File: src/rtl/dmsk_pkg.sv
package dmsk_pkg;
   localparam int GRP_LO = 0;
   localparam int GRP_HI = 1;
   localparam int NUM_GRP = 2;

   typedef struct packed {
      logic single_we;
      logic all_we;
      logic rd_hit;
   } grp_sel_t;
endpackage

File: src/rtl/dmsk_decode.sv
module dmsk_decode
   import dmsk_pkg::*;
#(
   parameter int ADDR_W = 8,
   parameter logic [ADDR_W-1:0] LO_SINGLE_ADDR = 'h0A,
   parameter logic [ADDR_W-1:0] LO_ALL_ADDR    = 'h0F,
   parameter logic [ADDR_W-1:0] HI_SINGLE_ADDR = 'hD4,
   parameter logic [ADDR_W-1:0] HI_ALL_ADDR    = 'hDE
) (
   input  logic [ADDR_W-1:0]      addr,
   input  logic                   wr,
   output grp_sel_t [NUM_GRP-1:0] sel
);
   localparam logic [NUM_GRP-1:0][ADDR_W-1:0] SINGLE_TBL = {HI_SINGLE_ADDR, LO_SINGLE_ADDR};
   localparam logic [NUM_GRP-1:0][ADDR_W-1:0] ALL_TBL    = {HI_ALL_ADDR, LO_ALL_ADDR};

   if (LO_SINGLE_ADDR == LO_ALL_ADDR || HI_SINGLE_ADDR == HI_ALL_ADDR ||
       LO_ALL_ADDR == HI_ALL_ADDR || LO_SINGLE_ADDR == HI_SINGLE_ADDR) begin : g_addr_clash
      initial $error("dmsk_decode: command addresses must be distinct");
   end

   for (genvar g = 0; g < NUM_GRP; g++) begin : g_grp
      always_comb begin
         sel[g].single_we = wr && (addr == SINGLE_TBL[g]);
         sel[g].all_we    = wr && (addr == ALL_TBL[g]);
         sel[g].rd_hit    = (addr == ALL_TBL[g]);
      end
   end
endmodule

File: src/rtl/dmsk_group.sv
module dmsk_group #(
   parameter int GROUP_CH = 4,
   parameter int DATA_W   = 8
) (
   input  logic                clk,
   input  logic                rst_n,
   input  logic                mclr,
   input  logic                single_we,
   input  logic                all_we,
   input  logic [DATA_W-1:0]   wdata,
   input  logic [GROUP_CH-1:0] tc,
   input  logic [GROUP_CH-1:0] autoinit,
   output logic [GROUP_CH-1:0] mask
);
   localparam int SEL_W   = (GROUP_CH > 1) ? $clog2(GROUP_CH) : 1;
   localparam int VAL_BIT = SEL_W;

   if (GROUP_CH < 2 || GROUP_CH > DATA_W || VAL_BIT >= DATA_W) begin : g_bad_cfg
      initial $error("dmsk_group: GROUP_CH must be 2..DATA_W with room for the value bit");
   end

   logic [SEL_W-1:0] sel_ch;
   logic             sel_val;
   assign sel_ch  = wdata[SEL_W-1:0];
   assign sel_val = wdata[VAL_BIT];

   for (genvar i = 0; i < GROUP_CH; i++) begin : g_ch
      logic tc_set;
      logic hit;
      assign tc_set = tc[i] && !autoinit[i];
      assign hit    = single_we && (sel_ch == SEL_W'(i));

      always_ff @(posedge clk) begin
         if (!rst_n)          mask[i] <= 1'b1;
         else if (mclr)       mask[i] <= 1'b1;
         else if (tc_set)     mask[i] <= 1'b1;
         else if (hit)        mask[i] <= sel_val;
         else if (all_we)     mask[i] <= wdata[i];
      end


      tc_set_chk: assert property (@(posedge clk) disable iff (!rst_n)
         (tc[i] && !autoinit[i]) |=> mask[i]);


      tc_autoinit_hold_chk: assert property (@(posedge clk) disable iff (!rst_n)
         (tc[i] && autoinit[i] && !mclr && !single_we && !all_we) |=> $stable(mask[i]));


      single_write_chk: assert property (@(posedge clk) disable iff (!rst_n)
         (single_we && (wdata[SEL_W-1:0] == SEL_W'(i)) && !mclr && !(tc[i] && !autoinit[i]))
         |=> (mask[i] == $past(wdata[VAL_BIT])));
   end


   mclr_all_chk: assert property (@(posedge clk) disable iff (!rst_n)
      mclr |=> (&mask));
endmodule

File: src/rtl/dmsk_gate.sv
module dmsk_gate #(
   parameter int GROUP_CH   = 4,
   parameter bit CASCADE_EN = 1'b1,
   parameter int CASCADE_CH = 0
) (
   input  logic [GROUP_CH-1:0] req_lo,
   input  logic [GROUP_CH-1:0] req_hi,
   input  logic [GROUP_CH-1:0] mask_lo,
   input  logic [GROUP_CH-1:0] mask_hi,
   output logic [GROUP_CH-1:0] out_lo,
   output logic [GROUP_CH-1:0] out_hi
);
   if (CASCADE_CH < 0 || CASCADE_CH >= GROUP_CH) begin : g_bad_casc
      initial $error("dmsk_gate: CASCADE_CH out of range");
   end

   assign out_hi = req_hi & ~mask_hi;

   if (CASCADE_EN) begin : g_cascade
      assign out_lo = req_lo & ~mask_lo & {GROUP_CH{~mask_hi[CASCADE_CH]}};
   end else begin : g_flat
      assign out_lo = req_lo & ~mask_lo;
   end
endmodule

File: src/rtl/dmsk_unit.sv
module dmsk_unit
   import dmsk_pkg::*;
#(
   parameter int GROUP_CH   = 4,
   parameter int ADDR_W     = 8,
   parameter int DATA_W     = 8,
   parameter int CASCADE_CH = 0,
   parameter logic [ADDR_W-1:0] LO_SINGLE_ADDR = 'h0A,
   parameter logic [ADDR_W-1:0] LO_ALL_ADDR    = 'h0F,
   parameter logic [ADDR_W-1:0] HI_SINGLE_ADDR = 'hD4,
   parameter logic [ADDR_W-1:0] HI_ALL_ADDR    = 'hDE,
   localparam int NUM_CH = NUM_GRP * GROUP_CH
) (
   input  logic              clk,
   input  logic              rst_n,
   input  logic [ADDR_W-1:0] bus_addr,
   input  logic [DATA_W-1:0] bus_wdata,
   input  logic              bus_wr,
   input  logic              bus_rd,
   output logic [DATA_W-1:0] bus_rdata,
   input  logic [NUM_CH-1:0] dreq_in,
   input  logic [NUM_CH-1:0] tc_pulse,
   input  logic [NUM_CH-1:0] auto_init,
   input  logic              mclr_lo,
   input  logic              mclr_hi,
   output logic [NUM_CH-1:0] dreq_out
);
   grp_sel_t [NUM_GRP-1:0]                sel;
   logic     [NUM_GRP-1:0][GROUP_CH-1:0]  mask;
   logic     [NUM_GRP-1:0]                mclr_v;

   assign mclr_v = {mclr_hi, mclr_lo};

   dmsk_decode #(
      .ADDR_W(ADDR_W),
      .LO_SINGLE_ADDR(LO_SINGLE_ADDR), .LO_ALL_ADDR(LO_ALL_ADDR),
      .HI_SINGLE_ADDR(HI_SINGLE_ADDR), .HI_ALL_ADDR(HI_ALL_ADDR)
   ) u_decode (
      .addr(bus_addr),
      .wr  (bus_wr),
      .sel (sel)
   );

   for (genvar g = 0; g < NUM_GRP; g++) begin : g_grp
      dmsk_group #(.GROUP_CH(GROUP_CH), .DATA_W(DATA_W)) u_group (
         .clk      (clk),
         .rst_n    (rst_n),
         .mclr     (mclr_v[g]),
         .single_we(sel[g].single_we),
         .all_we   (sel[g].all_we),
         .wdata    (bus_wdata),
         .tc       (tc_pulse[g*GROUP_CH +: GROUP_CH]),
         .autoinit (auto_init[g*GROUP_CH +: GROUP_CH]),
         .mask     (mask[g])
      );
   end

   dmsk_gate #(.GROUP_CH(GROUP_CH), .CASCADE_EN(1'b1), .CASCADE_CH(CASCADE_CH)) u_gate (
      .req_lo (dreq_in[GRP_LO*GROUP_CH +: GROUP_CH]),
      .req_hi (dreq_in[GRP_HI*GROUP_CH +: GROUP_CH]),
      .mask_lo(mask[GRP_LO]),
      .mask_hi(mask[GRP_HI]),
      .out_lo (dreq_out[GRP_LO*GROUP_CH +: GROUP_CH]),
      .out_hi (dreq_out[GRP_HI*GROUP_CH +: GROUP_CH])
   );

   always_comb begin
      bus_rdata = '0;
      if (bus_rd) begin
         for (int g = 0; g < NUM_GRP; g++) begin
            if (sel[g].rd_hit) bus_rdata[GROUP_CH-1:0] = mask[g];
         end
      end
   end


   cascade_gate_chk: assert property (@(posedge clk) disable iff (!rst_n)
      mask[GRP_HI][CASCADE_CH] |-> (dreq_out[GRP_LO*GROUP_CH +: GROUP_CH] == '0));


   rdata_idle_chk: assert property (@(posedge clk) disable iff (!rst_n)
      !bus_rd |-> (bus_rdata == '0));
endmodule

File: config.mk
export PLATFORM = sky130hd
export DESIGN_NAME = dmsk_unit
export DESIGN_NICKNAME = d
export VERILOG_FILES = /design/src/rtl/dmsk_pkg.sv /design/src/rtl/dmsk_decode.sv /design/src/rtl/dmsk_group.sv /design/src/rtl/dmsk_gate.sv /design/src/rtl/dmsk_unit.sv
export SDC_FILE = /design/constraint.sdc
export NUM_CORES = 1
export LEC_CHECK = 0
export BUFFER_PORTS_ARGS = -buffer_cell sky130_fd_sc_hd__clkbuf_2
export CAP_MARGIN = 10
export CORE_MARGIN = 2
export CORE_UTILIZATION = 41
export DETAILED_ROUTE_END_ITERATION = 16
export GPL_TIMING_DRIVEN = 0
export PLACE_DENSITY = 0.86
export SYNTH_ARGS = -nofsm -noshare
export SYNTH_HDL_FRONTEND = slang
export SYNTH_SLANG_ARGS = --single-unit
export TNS_END_PERCENT = 5
File: constraint.sdc
create_clock -name clk -period 3.6 [get_ports clk]
set_input_delay 1.08 -clock clk [delete_from_list [all_inputs] [get_ports clk]]
set_output_delay 1.08 -clock clk [all_outputs]
set_load 0.01 [all_outputs]
==> results.txt <==
----------------------------------------------------
[Timing]
  Final Hold Fails ... 0
  Tcrit/Tclk final ... between 90 and 100%
  Setup violation total in the final timing report ... 0
  Total Negative Setup Slacks ... 0 ps
  Smallest setup slack after layout ... approximately 320 ps
  Final count of pins violating max slew ... 0
  Setup repair after global routing missed its margin ... false
  Worst Clk Skew ... 0 ps
  Max Freq ... ~0.31 GHz
  Minimum clock period after layout ... 3280 ps

[Yosys]
  Distinct cell type count after synthesis ... 33
  Synth warnings ... 0
  Most common cell in the netlist ... sky130_fd_sc_hd__nor2b_1
  Post-synthesis average cell area ... approximately 7.6 um2
  Instance count of the mapped netlist ... 100
  Post-synthesis instance area ... 756 um2
  Post-synth ARST share ... 0%
  Fraction of synthesized cell area taken by the top area cell type ... 21.2%
  Cell types with the highest counts after synthesis ... sky130_fd_sc_hd__nor2b_1, sky130_fd_sc_hd__a21oi_1, sky130_fd_sc_hd__inv_1
  Sequential fraction of the synthesis area ... 21.2%
  Cell taking the most area after synthesis ... sky130_fd_sc_hd__dfxtp_1
  Post-synthesis sequential element count ... 8
  Number of enable flip-flop cells after synthesis ... 0
  Top post-synthesis cells by area ... sky130_fd_sc_hd__dfxtp_1, sky130_fd_sc_hd__nor2b_1, sky130_fd_sc_hd__a21oi_1
  Dominant synthesized flop cell ... sky130_fd_sc_hd__dfxtp_1

[Route]
  First-iteration detailed-routing DRC count ... 33
  Via-per-instance ratio ... 5.36
  DRT Wirelength ... about 2200 um
  Residual antenna-violating net count after detailed routing ... 0
  Detailed-router iteration count before antenna repair ... 4
  Residual DRC count ... 0
  Overall via count from detail_route ... 981
  Wire per inst ... 11.9 um

[Clocking]
  Clock-pin slew on the worst setup and hold paths ... 60 ps
  Max H-tree Level ... 1
  Clock tree from TritonCTS ... yes
  CTS Hold Buffers Added ... 0
  CTS root buf ... sky130_fd_sc_hd__clkbuf_4
  Buffers from clock root to sink, at most ... 2
  Number of clock sinks ... 8
  # Post-CTS Setup Buffers ... 0
  Clock latency reported for the late side of the worst-skew pair ... ~260 ps
  Post-CTS Resized ... 0
  Clock buffers created by TritonCTS ... 3

[Final layout]
  Registers with the highest flip-flop counts ... g_grp.u_group.mask: 8 flops
  Most flop-heavy register ... g_grp.u_group.mask
  Number of non-filler instances in the completed layout ... 183
  Net total in the final layout ... 206
  Layout fillers ... 175
  Antenna Diode Count ... 0
  Number of flip-flops in the largest register ... 8
  Post-layout utilization of the core ... 62.6%
  Synth-to-layout area growth ... 43.0%
  Fraction of layout instances using a drive strength above 1 ... 40.5%

[Power]
  Power Density ... 205 nW/um2
  Post-route total power ... 0.222 mW
  Leakage dissipation ... 0.519 nW
  Maximum vdd drop ... 0.128 mV

[Hold path]
  Worst hold-check path type ... reg -> reg

[Place]
  Routability cong. ... 0.782
  Inst Count DP ... 180
  Quantity of I/O buffers inserted on ports ... 52
  Detailed-placement wirelength estimate ... 1810 um
  DP Worst Slack ... 322 ps

[Global route]
  Total global routing overflow ... 0
  Number of antenna violations at the first check in global routing ... 0
  Via count of the first global-routing pass ... 823
  Wire length of the first global-routing pass ... 3090 um
  Overall global routing resource usage ... 19.5%
  Maximum number of pins on one net before global-route repair ... 11

[Critical path]
  Critical path arrival ... 2200 ps
  Register-to-register setup slack ... approximately 2600 ps
  Data required, critical path ... 2520 ps
  Crit start category ... input pin
  Crit Path Class ... in -> out
  Type of element capturing the critical path ... output pin
  Peak fanout along the critical path ... 8

[Floorplanning]
  Horiz. Die Dim ... 46.9 um
  Starting density of the core ... 43.8%
  Core area ... 1730 um2
  Site row count ... 15
  Die Outline Area ... 2200 um2
  Chip Height ... 46.9 um
  Top Ports ... 62

[Job]
  Max_cap viols ... 0

[Status]
  Status ... completed

----------------------------------------------------
==> report_power, final <==
group | internal (mW) | switching [mW] | leakage (nW)
clock | 0.0385 | 0.0349 | 0.0138
combinational | 0.0302 | 0.0298 | 0.441
sequential | 0.0886 | 0.0000569 | 0.0648
total | 0.157 | 0.0647 | 0.519
==> kinds of logic after synthesis <==
group | Yosys count | synth area share (%)
and+or+nand+nor | 40 | 36.3
AOI/OAI and AO/OA | 34 | 30.6
buffers and inverters | 16 | 10.1
DFF | 8 | 21.2
muxes | 1 | 1.32
other | 1 | 0.496
==> final timing paths <==
path                                               start                  endpoint  cells past startpoint
worst max register to register  g_grp[0].u_group.mask[1]  g_grp[0].u_group.mask[1]                      3
worst min register to register  g_grp[0].u_group.mask[2]  g_grp[0].u_group.mask[2]                      2
worst min-delay path            g_grp[0].u_group.mask[2]  g_grp[0].u_group.mask[2]                      2
worst max-delay path                         bus_addr[0]              bus_rdata[1]                      7
==> per-stage QoR <==
step	hold slack (ps)	instance area (um2)
after floorplan	468	767
after global placement	509	1060
after detailed placement	516	1060
after CTS	524	1080
after global routing	547	1080
final	520	1080
==> cell type report <==
| cell class | instances | area [um2] | share of cell area [%] |
|---|---|---|---|
| multi-input cells | 79 | 531 | 49.1 |
| repair buffers | 52 | 260 | 24.1 |
| flip-flops and latches | 8 | 160 | 14.8 |
| plain buffers | 7 | 42.5 | 3.94 |
| inverters | 9 | 33.8 | 3.12 |
| well taps | 25 | 31.3 | 2.89 |
| clock buffers | 3 | 22.5 | 2.08 |
==> layout by cell type, fill, tap and decap left out, types with 2 or more instances in the layout <==
cell,instances
sky130_fd_sc_hd__clkbuf_1,2
sky130_fd_sc_hd__a221oi_1,2
sky130_fd_sc_hd__clkbuf_2,52
sky130_fd_sc_hd__and2_1,3
sky130_fd_sc_hd__clkbuf_4,3
sky130_fd_sc_hd__a21oi_1,9
sky130_fd_sc_hd__buf_4,4
sky130_fd_sc_hd__o21ai_0,4
sky130_fd_sc_hd__nand2_1,5
sky130_fd_sc_hd__inv_1,9
sky130_fd_sc_hd__dfxtp_1,8
sky130_fd_sc_hd__o211ai_1,6
sky130_fd_sc_hd__nor3b_1,4
sky130_fd_sc_hd__nor2b_1,11
sky130_fd_sc_hd__conb_1,4
sky130_fd_sc_hd__a31oi_1,2
sky130_fd_sc_hd__a22oi_1,4
sky130_fd_sc_hd__nand2b_1,2
sky130_fd_sc_hd__nor2_1,4
sky130_fd_sc_hd__a32oi_1,5
==> layer usage <==
| layer | vias to the layer above | routed length (um) | global-route usage, % |
|---|---|---|---|
| met5 | - | 0 | 0 |
| met1 | 434 | 888 | 20.7 |
| li1 | 484 | - | - |
| met4 | 0 | 20 | 8.33 |
| met3 | 5 | 223 | 5.77 |
| met2 | 58 | 1050 | 35.3 |
==> critical path: stages <==
cell	delay (ps)
sky130_fd_sc_hd__clkbuf_2	100
sky130_fd_sc_hd__and2_1	120
sky130_fd_sc_hd__clkbuf_1	260
sky130_fd_sc_hd__and3_2	280
sky130_fd_sc_hd__a22oi_1	100
sky130_fd_sc_hd__nor2b_1	120
sky130_fd_sc_hd__clkbuf_2	140
No activity file was read; power rests on OpenSTA's default activity.
